===== config.mk =====
export PLATFORM = sky130hd
export DESIGN_NAME = dram_arbiter
export DESIGN_NICKNAME = d
export VERILOG_FILES = /design/src/rtl/dram_arb_pkg.sv /design/src/rtl/dram_arb_pair.sv /design/src/rtl/dram_arb_refresh_timer.sv /design/src/rtl/dram_arbiter.sv
export SDC_FILE = /design/constraint.sdc
export NUM_CORES = 1
export LEC_CHECK = 0
export BUFFER_PORTS_ARGS = -buffer_cell sky130_fd_sc_hd__buf_2
export CORE_MARGIN = 2
export CORE_UTILIZATION = 35
export DETAILED_ROUTE_END_ITERATION = 8
export GPL_ROUTABILITY_DRIVEN = 0
export SLEW_MARGIN = 15
export SYNTH_ARGS = -nofsm -noshare
export SYNTH_HDL_FRONTEND = slang
export SYNTH_SLANG_ARGS = --single-unit

===== constraint.sdc =====
create_clock -name clk -period 3.05 [get_ports clk]
set_input_delay 0.1525 -clock clk [delete_from_list [all_inputs] [get_ports clk]]
set_output_delay 0.1525 -clock clk [all_outputs]
set_load 0.005 [all_outputs]

===== src/rtl/dram_arb_pkg.sv =====
package dram_arb_pkg;
    localparam int NUM_EXT  = 11;
    localparam int NUM_CLS  = 9;
    localparam int NUM_HK   = 3;
    localparam int NUM_PAIR = 4;

    // housekeeping grant positions
    localparam int HK_INIT    = 0;
    localparam int HK_REFRESH = 1;
    localparam int HK_AGING   = 2;

    // class ranking, index 0 is highest
    typedef enum logic [3:0] {
        CLS_LAN_FRM = 4'd0,
        CLS_WAN_FRM = 4'd1,
        CLS_LAN_DA  = 4'd2,
        CLS_SA_MNT  = 4'd3,
        CLS_WAN_DA  = 4'd4,
        CLS_CPU_FRM = 4'd5,
        CLS_CPU_DMA = 4'd6,
        CLS_REFRESH = 4'd7,
        CLS_AGING   = 4'd8
    } arb_cls_e;

    // paired classes: lowest request bit and class rank
    localparam int PAIR_BASE [NUM_PAIR] = '{0, 2, 7, 9};
    localparam int PAIR_CLS  [NUM_PAIR] = '{0, 1, 5, 6};
endpackage


===== src/rtl/dram_arb_pair.sv =====
module dram_arb_pair (
    input  logic       clk,
    input  logic       rst_n,
    input  logic [1:0] req_i,
    input  logic       take_i,
    output logic [1:0] sel_o
);
    typedef struct packed {
        logic fav_hi;
    } pair_st_t;

    pair_st_t s_q, s_d;

    always_comb begin
        s_d = s_q;
        if (req_i == 2'b11) begin
            sel_o = s_q.fav_hi ? 2'b10 : 2'b01;
        end else begin
            sel_o = req_i;
        end
        // preference moves only when this class wins
        if (take_i) begin
            s_d.fav_hi = sel_o[0];
        end
    end

    always_ff @(posedge clk or negedge rst_n) begin
        if (!rst_n) begin
            s_q <= '0;
        end else begin
            s_q <= s_d;
        end
    end

    a_r4_alternate: assert property (@(posedge clk) disable iff (!rst_n)
        (take_i && (req_i == 2'b11)) |=> (s_q.fav_hi != $past(s_q.fav_hi)));
    a_r4_idle_keep: assert property (@(posedge clk) disable iff (!rst_n)
        !take_i |=> $stable(s_q.fav_hi));
    a_r4_take_valid: assert property (@(posedge clk) disable iff (!rst_n)
        take_i |-> $onehot(sel_o));
endmodule


===== src/rtl/dram_arb_refresh_timer.sv =====
module dram_arb_refresh_timer #(
    parameter int CNT_W  = 16,
    parameter int MISS_W = 4
) (
    input  logic              clk,
    input  logic              rst_n,
    input  logic              hold_i,
    input  logic [CNT_W-1:0]  period_i,
    input  logic              clear_i,
    output logic              pend_o,
    output logic [MISS_W-1:0] miss_o,
    output logic              ovf_o
);
    typedef struct packed {
        logic [CNT_W-1:0]  cnt;
        logic              pend;
        logic [MISS_W-1:0] miss;
        logic              ovf;
    } tmr_st_t;

    tmr_st_t s_q, s_d;
    logic    off;
    logic    expire;

    always_comb begin
        s_d    = s_q;
        off    = (period_i == '0);
        expire = !hold_i && !off && (s_q.cnt == '0);
        // reload while held or stopped, count down otherwise
        if (off) begin
            s_d.cnt = '0;
        end else if (hold_i || (s_q.cnt == '0)) begin
            s_d.cnt = period_i - 1'b1;
        end else begin
            s_d.cnt = s_q.cnt - 1'b1;
        end
        // one pending slot, lost expiries counted
        if (expire && s_q.pend && !clear_i) begin
            if (s_q.miss == '1) begin
                s_d.ovf = 1'b1;
            end else begin
                s_d.miss = s_q.miss + 1'b1;
            end
        end
        s_d.pend = expire | (s_q.pend & ~clear_i);
    end

    always_ff @(posedge clk or negedge rst_n) begin
        if (!rst_n) begin
            s_q <= '0;
        end else begin
            s_q <= s_d;
        end
    end

    assign pend_o = s_q.pend;
    assign miss_o = s_q.miss;
    assign ovf_o  = s_q.ovf;

    a_r7_ovf_sticky: assert property (@(posedge clk) disable iff (!rst_n)
        s_q.ovf |=> s_q.ovf);
    a_r7_ovf_full: assert property (@(posedge clk) disable iff (!rst_n)
        s_q.ovf |-> (s_q.miss == '1));
    a_r6_zero_off: assert property (@(posedge clk) disable iff (!rst_n)
        $rose(s_q.pend) |-> ($past(period_i) != '0));
endmodule


===== src/rtl/dram_arbiter.sv =====
module dram_arbiter
    import dram_arb_pkg::*;
#(
    parameter int RCNT_W     = 16,
    parameter int MISS_W     = 4,
    parameter int AGE_PERIOD = 4096
) (
    input  logic                clk,
    input  logic                rst_n,
    input  logic [10:0]         req_i,
    input  logic                done_i,
    input  logic                lan_gap_i,
    input  logic [RCNT_W-1:0]   refresh_period_i,
    output logic [10:0]         gnt_o,
    output logic [2:0]          hk_gnt_o,
    output logic                busy_o,
    output logic [MISS_W-1:0]   refresh_miss_o,
    output logic                refresh_ovf_o
);
    localparam int AGE_W = (AGE_PERIOD > 2) ? $clog2(AGE_PERIOD) : 1;
    localparam logic [AGE_W-1:0] AGE_RELOAD = AGE_W'(AGE_PERIOD - 1);

    typedef struct packed {
        logic               busy;
        logic               init_pend;
        logic [NUM_EXT-1:0] gnt;
        logic [NUM_HK-1:0]  hk;
        logic [AGE_W-1:0]   age_cnt;
        logic               age_pend;
    } arb_st_t;

    arb_st_t                    s_q, s_d;
    logic [NUM_CLS-1:0]         cls_req;
    logic [NUM_CLS-1:0]         win;
    logic                       arb_ok;
    logic                       ref_pend;
    logic [NUM_PAIR-1:0][1:0]   pair_sel;
    logic [NUM_PAIR-1:0]        pair_take;

    // class request vector in rank order
    always_comb begin
        cls_req              = '0;
        cls_req[CLS_LAN_FRM] = |req_i[1:0];
        cls_req[CLS_WAN_FRM] = |req_i[3:2];
        cls_req[CLS_LAN_DA]  = req_i[4];
        cls_req[CLS_SA_MNT]  = req_i[5];
        cls_req[CLS_WAN_DA]  = req_i[6];
        cls_req[CLS_CPU_FRM] = |req_i[8:7];
        cls_req[CLS_CPU_DMA] = |req_i[10:9];
        cls_req[CLS_REFRESH] = ref_pend;
        cls_req[CLS_AGING]   = s_q.age_pend & lan_gap_i;
    end

    // fixed ranking, no aging guard on low classes
    always_comb begin
        arb_ok = !s_q.busy && !s_q.init_pend;
        win    = '0;
        for (int i = 0; i < NUM_CLS; i++) begin
            if (arb_ok && cls_req[i] && (win == '0)) begin
                win[i] = 1'b1;
            end
        end
    end

    for (genvar p = 0; p < NUM_PAIR; p++) begin : g_pair
        assign pair_take[p] = win[PAIR_CLS[p]];
        dram_arb_pair u_pair (
            .clk    (clk),
            .rst_n  (rst_n),
            .req_i  (req_i[PAIR_BASE[p] +: 2]),
            .take_i (pair_take[p]),
            .sel_o  (pair_sel[p])
        );
    end

    always_comb begin
        s_d     = s_q;
        s_d.gnt = '0;
        s_d.hk  = '0;
        if (!s_q.busy && s_q.init_pend) begin
            s_d.hk[HK_INIT] = 1'b1;
            s_d.busy        = 1'b1;
        end else if (win != '0) begin
            s_d.busy = 1'b1;
            for (int p = 0; p < NUM_PAIR; p++) begin
                if (win[PAIR_CLS[p]]) begin
                    s_d.gnt[PAIR_BASE[p] +: 2] = pair_sel[p];
                end
            end
            s_d.gnt[4]         = win[CLS_LAN_DA];
            s_d.gnt[5]         = win[CLS_SA_MNT];
            s_d.gnt[6]         = win[CLS_WAN_DA];
            s_d.hk[HK_REFRESH] = win[CLS_REFRESH];
            s_d.hk[HK_AGING]   = win[CLS_AGING];
        end
        // done only ends an ownership that exists
        if (s_q.busy && done_i) begin
            s_d.busy      = 1'b0;
            s_d.init_pend = 1'b0;
        end
        // aging interval, held during initialization
        if (s_q.init_pend || (s_q.age_cnt == '0)) begin
            s_d.age_cnt = AGE_RELOAD;
        end else begin
            s_d.age_cnt = s_q.age_cnt - 1'b1;
        end
        s_d.age_pend = (!s_q.init_pend && (s_q.age_cnt == '0))
                     | (s_q.age_pend & ~s_d.hk[HK_AGING]);
    end

    always_ff @(posedge clk or negedge rst_n) begin
        if (!rst_n) begin
            s_q           <= '0;
            s_q.init_pend <= 1'b1;
        end else begin
            s_q <= s_d;
        end
    end

    dram_arb_refresh_timer #(
        .CNT_W  (RCNT_W),
        .MISS_W (MISS_W)
    ) u_refresh (
        .clk      (clk),
        .rst_n    (rst_n),
        .hold_i   (s_q.init_pend),
        .period_i (refresh_period_i),
        .clear_i  (s_d.hk[HK_REFRESH]),
        .pend_o   (ref_pend),
        .miss_o   (refresh_miss_o),
        .ovf_o    (refresh_ovf_o)
    );

    assign gnt_o    = s_q.gnt;
    assign hk_gnt_o = s_q.hk;
    assign busy_o   = s_q.busy;

    a_r2_onehot: assert property (@(posedge clk) disable iff (!rst_n)
        $onehot0({gnt_o, hk_gnt_o}));
    a_r2_single_pulse: assert property (@(posedge clk) disable iff (!rst_n)
        (|{gnt_o, hk_gnt_o}) |=> !(|{gnt_o, hk_gnt_o}));
    a_r2_hold_owner: assert property (@(posedge clk) disable iff (!rst_n)
        (s_q.busy && !done_i) |=> s_q.busy);
    a_r1_init_first: assert property (@(posedge clk) disable iff (!rst_n)
        (|{gnt_o, hk_gnt_o[2:1]}) |-> !s_q.init_pend);
    a_r8_age_gap: assert property (@(posedge clk) disable iff (!rst_n)
        hk_gnt_o[HK_AGING] |-> $past(lan_gap_i));
    a_r9_idle_done: assert property (@(posedge clk) disable iff (!rst_n)
        (!s_q.busy && !s_q.init_pend && done_i && (cls_req == '0)) |=> !s_q.busy);
endmodule


After elaboration in Yosys (flattened, before gate mapping)
Index checks and enable logic that the tools add are counted.
{ "word_totals": {"input_bits": 31, "output_inout_bits": 20, "wordCells": 111, "register_bits": 55} }
{ "op_classes": {"eq_ne": 5, "add_sub_neg": 4, "muxes": 30, "n_bitwise": 9, "reduce_logical": 49} }
{ "op_table": {"columns": ["cell", "count"], "rows": [
  ["$logic_not A16 Y1", 2],
  ["$mux W16", 2],
  ["$sub A16 B1 Y16 const B", 2],
  ["$mux W13", 2],
  ["$mux W2", 13],
  ["$logic_and A1 B1 Y1", 25],
  ["$logic_not A12 Y1", 1],
  ["$mux W1", 12],
  ["$mux W12", 1],
  ["$sub A12 B1 Y12 const B", 1],
  ["$reduce_bool A9 Y1", 1],
  ["$eq A2 B2 Y1 const B", 4],
  ["$logic_not A8 Y1", 1],
  ["$reduce_or A2 Y1", 4],
  ["$logic_not A7 Y1", 1],
  ["$logic_not A6 Y1", 1],
  ["$logic_not A5 Y1", 1],
  ["$add A4 B1 Y4 const B", 1],
  ["$eq A4 B4 Y1 const B", 1],
  ["$logic_not A1 Y1", 4],
  ["$logic_not A4 Y1", 1],
  ["$not A1 Y1", 4],
  ["$reduce_and A2 Y1", 2],
  ["$and A1 B1 Y1", 3],
  ["other kinds (5)", 7]
]} }

Logic depth before layout (Yosys ltp)
{ "logic_depth": {"depth_word": 34, "mapped_depth": 10, "mapped_depth_nobuf": 9} }

Cells and area by module
Synthesis repeated with hierarchy kept, for this count alone.
{ "unflattened": {"cells_unflattened": 346, "hier_area_um2": 3454.6} }
{ "modules_own_cells": {"columns": ["mod", "area_per_inst_um2", "n_inst", "cells_per_inst", "seq_area_each_um2"], "rows": [
  ["dram_arb_refresh_timer", 1785.5, 1, 191, 550.5],
  ["dram_arbiter", 1418.9, 1, 135, 726.9],
  ["dram_arb_pair", 62.6, 4, 5, 25.0]
]} }

Worst setup path after synthesis
Ideal clock, no wire load.
{ "synth_path": {"kind": "register to register", "start": "reg u_refresh.s_q[16] (netlist name)", "end": "reg u_refresh.s_q[16] (netlist name)", "setup_ns": 0.130, "stages_incl_launch_ff": 11, "required_ns": 2.920, "arrival_time_ns": 2.886, "path_slack_ns": 0.034, "path_buffers": 1, "synth_period_minus_slack_ns": 3.016, "cell_sequence": "dfrtp_1 -> nor4_4 -> a41oi_1 -> buf_2 -> mux2i_1 -> ha_1 -> nand2b_1 -> or4_1 -> nor4b_1 -> xnor2_1 -> o22ai_1"} }
{ "synth_rtl": {"columns": ["item", "line_no", "source"], "rows": [
  ["from (decl)", "dram_arb_refresh_timer.sv:21", "tmr_st_t s_q, s_d;"],
  ["from (signal assigned)", "dram_arb_refresh_timer.sv:50", "s_q <= '0;"],
  ["from (signal assigned)", "dram_arb_refresh_timer.sv:52", "s_q <= s_d;"]
]} }

==> results by group <==
Global routing
  – Vias in the first global route: 2,083
  – Total GRT Usage: 0.133
  – Largest net degree at the start of global routing: 33
  – First-pass GRT wire length: 9.52 mm
  – Global route total overflow: 0
  – Initial antenna violation count: 0

Floorplan
  – I/O pin cnt: 51
  – Num rows: 33
  – Initial Utilization: 0.358
  – Die width: 95.2 um
  – Die H: 95.2 um
  – Die Footprint: 9070 um2
  – Floorplan core area: 8130 um2

STA
  – Crit share post-route: 0.924
  – Setup Skew: 0.00801 ns
  – Final TNS setup: 0 ns
  – Slew HR: 0.477
  – Slew @ Worst Pin: 0.784 ns
  – Slew Viols, Final: 0
  – Final Setup Violations: 0
  – FMAX: 355 MHz
  – Hold Fails Final Rpt: 0
  – Minimum clock period: 2.82 ns

Synthesis
  – Top cells by area, synth: dfrtp_1 46%, xnor2_1 5.1%, xor2_1 5.1%
  – Yosys warning total: 0
  – Post-synth net total: 327
  – Mapped Area: 2910 um2
  – Primary FF master, synth: dfrtp_1
  – Ys async rst share: 1.00
  – Synth cell types: 47
  – Register bit total from synthesis: 55
  – Syn Area/Cell: 9.98 um2
  – Post-synth EDFFs: 0
  – Top cell type's share of synthesized area: 0.464
  – Most area-hungry cell type in the Yosys netlist: dfrtp_1
  – Register area share after synthesis: 0.473
  – Cells after Synth: between 200 and 300

Clock tree
  – Clk slew on worst S/H paths: about 0.10 ns
  – CTS Buffer Depth: 2
  – Worst-Skew Late Latency: roughly 0.30 ns
  – TritonCTS clock tree: built
  – CTS Sinks: 55
  – H-tree levels: 2
  – Num CTS Buffers: 5
  – Clock tree root buffer cell: clkbuf_8

Setup path
  – Startpoint Class: flop
  – Worst setup path startpoint: u_refresh.s_q[9]
  – Slowest cell on the critical path: or4_1
  – R2R Path End: u_refresh.s_q[16]
  – CP Buf/Inv Count: 0
  – RR Startpoint: u_refresh.s_q[9]
  – CP Cell Sequence: nor4_4 -> a41oi_2 -> mux2i_1 -> ha_2 -> nand2b_1 -> or4_1 -> nor4b_2 -> xnor2_1 -> o22ai_1
  – CP Capture Type: flop
  – Crit Path Category: flop to flop
  – Required time of the critical path: around 3.2 ns
  – Max incr delay on CP: 0.50 ns
  – R2r worst-path depth: 9
  – Critical path depth: 9
  – Delay-heaviest family, CP: simple AND/OR/NAND/NOR gates
  – Worst path arrival time: around 3.0 ns
  – CP Max Fanout: 5
  – R2R Setup Slk: 0.23 ns
  – Worst setup path end: u_refresh.s_q[16]

Run status
  – Outcome: finished clean

Final layout
  – Area growth, synth to finish: 15.5%
  – Most frequent cells in the layout: 54 x dfrtp_1, 50 x buf_2, 38 x nand2_1
  – Diode count: 0
  – Layout cells sized above 1: 0.236
  – Final layout net count: between 300 and 400
  – Util after Layout: 0.414
  – Commonest non-fill, non-tap cell in the layout: dfrtp_1

Route
  – DRT Pass-1 Iters: 4
  – DR vias: between 2,000 and 2,500
  – Via density: 4.91
  – # DRC: 0
  – Antenna Violating Nets Remaining: 0
  – WL final: about 5.6 mm
  – DR WL/cell: 12.7 um
  – Drt initial violations: 51

Place
  – Hpwl dp: between 4 and 5 mm
  – Port Buf Inserts: 50

Run
  – Max Cap Viol: 0

Pwr
  – Leakage power: 1.49 nW
  – Worst VDD drop: 0.237 mV
  – PD cells: 538 nW/um2

Hold path
  – Hold Crit Class: input port to flop
## flip-flops by register name, indices dropped and copies added (netlist names)
signal             cells
u_refresh.s_q         16
u_refresh.ovf_o        1
gnt_o                 11
g_pair.u_pair.s_q      4
hk_gnt_o               3
s_q                   14
u_refresh.pend_o       1
u_refresh.miss_o       4
busy_o                 1
## stage by stage
step | hold WS [ns] | setup slack (ns) | total power (W) | std cells | cell area (um2)
2_1_floorplan | -0.143 | 0.0343 | 0.00115 | 292 | 2910
5_1_grt | 0.0235 | -0.0170 | 0.00192 | 440 | 3360
3_5_place_dp | 0.248 | 0.0984 | 0.00125 | 430 | 3180
6_report | 0.0358 | 0.231 | 0.00181 | 440 | 3360
3_3_place_gp | 0.247 | 0.158 | 0.00124 | 430 | 3180
4_1_cts | 0.0250 | 0.0689 | 0.00181 | 439 | 3330
## what timing repair did
item                                   in CTS  in global routing
hold buffers                                1                  0
setup endpoints to repair                   0                  2
buffers inserted                            0                  1
endpoints found under the hold margin      31                  0
resized for setup                           0                  5
## power breakdown
group / switching, W / leakage (nW) / total (W) / internal (W)
logic: 0.000147 / 0.774 / 0.000312 / 0.000165
registers: 0.000126 / 0.652 / 0.000943 / 0.000817
clock network: 0.000227 / 0.0654 / 0.000555 / 0.000328
total: 0.000500 / 1.49 / 0.00181 / 0.00131
## how the worst min path moves through the flow
stage / start / end / slack, ns / cells past startpoint
2_1_floorplan: rst_n / busy_o / -0.14 / 0
3_3_place_gp: rst_n / u_refresh.miss_o[1] / 0.25 / 1
3_5_place_dp: rst_n / u_refresh.miss_o[1] / 0.25 / 1
4_1_cts: req_i[10] / gnt_o[9] / 0.02 / 2
5_1_grt: req_i[10] / gnt_o[9] / 0.02 / 2
6_report: done_i / s_q[27] / 0.04 / 2
## layout make-up
cell class | instances | area (um2)
Timing Repair Buffer | 58 | 313
Inverter | 9 | 33.8
Sequential cell | 55 | 1380
Fill cell | 810 | 4770
Clock inverter | 2 | 60.1
Multi-Input combinational cell | 205 | 1380
Clock buffer | 6 | 72.6
Tap cell | 105 | 131
## cell families after synthesis
logic type / count (synthesis) / synth area share
AO/OA/AOI/OAI: 39 / 0.0962
XOR/XNOR: 34 / 0.102
buffers and inverters: 32 / 0.0653
flip-flops: 55 / 0.473
AND/OR/NAND/NOR: 124 / 0.232
adder cells (fa/ha/maj): 4 / 0.0172
multiplexers: 4 / 0.0146
## cells in the mapped netlist (all sizes together) (3+ instances only)
master and instances:
nand2b 4, nor3 15, buf 20, dfrtp 54, nand4 3, nor2b 3, nor4 11, nand2 38
inv 9, nor2 25, and3 4, xor2 17, clkbuf 3, a21oi 10, or3 4, xnor2 17
ha 4, o21ai 4, a211oi 6, o22ai 7, nand3 6
## routing by layer
layer  GRT usage  up-vias  wire, um
li1            -     1087         -
met1       0.180     1011      2660
met2       0.217       54      2570
met3      0.0261        7       275
met4      0.0399        0        72
met5           0        -         0
Power figures use the tool's default switching activity.
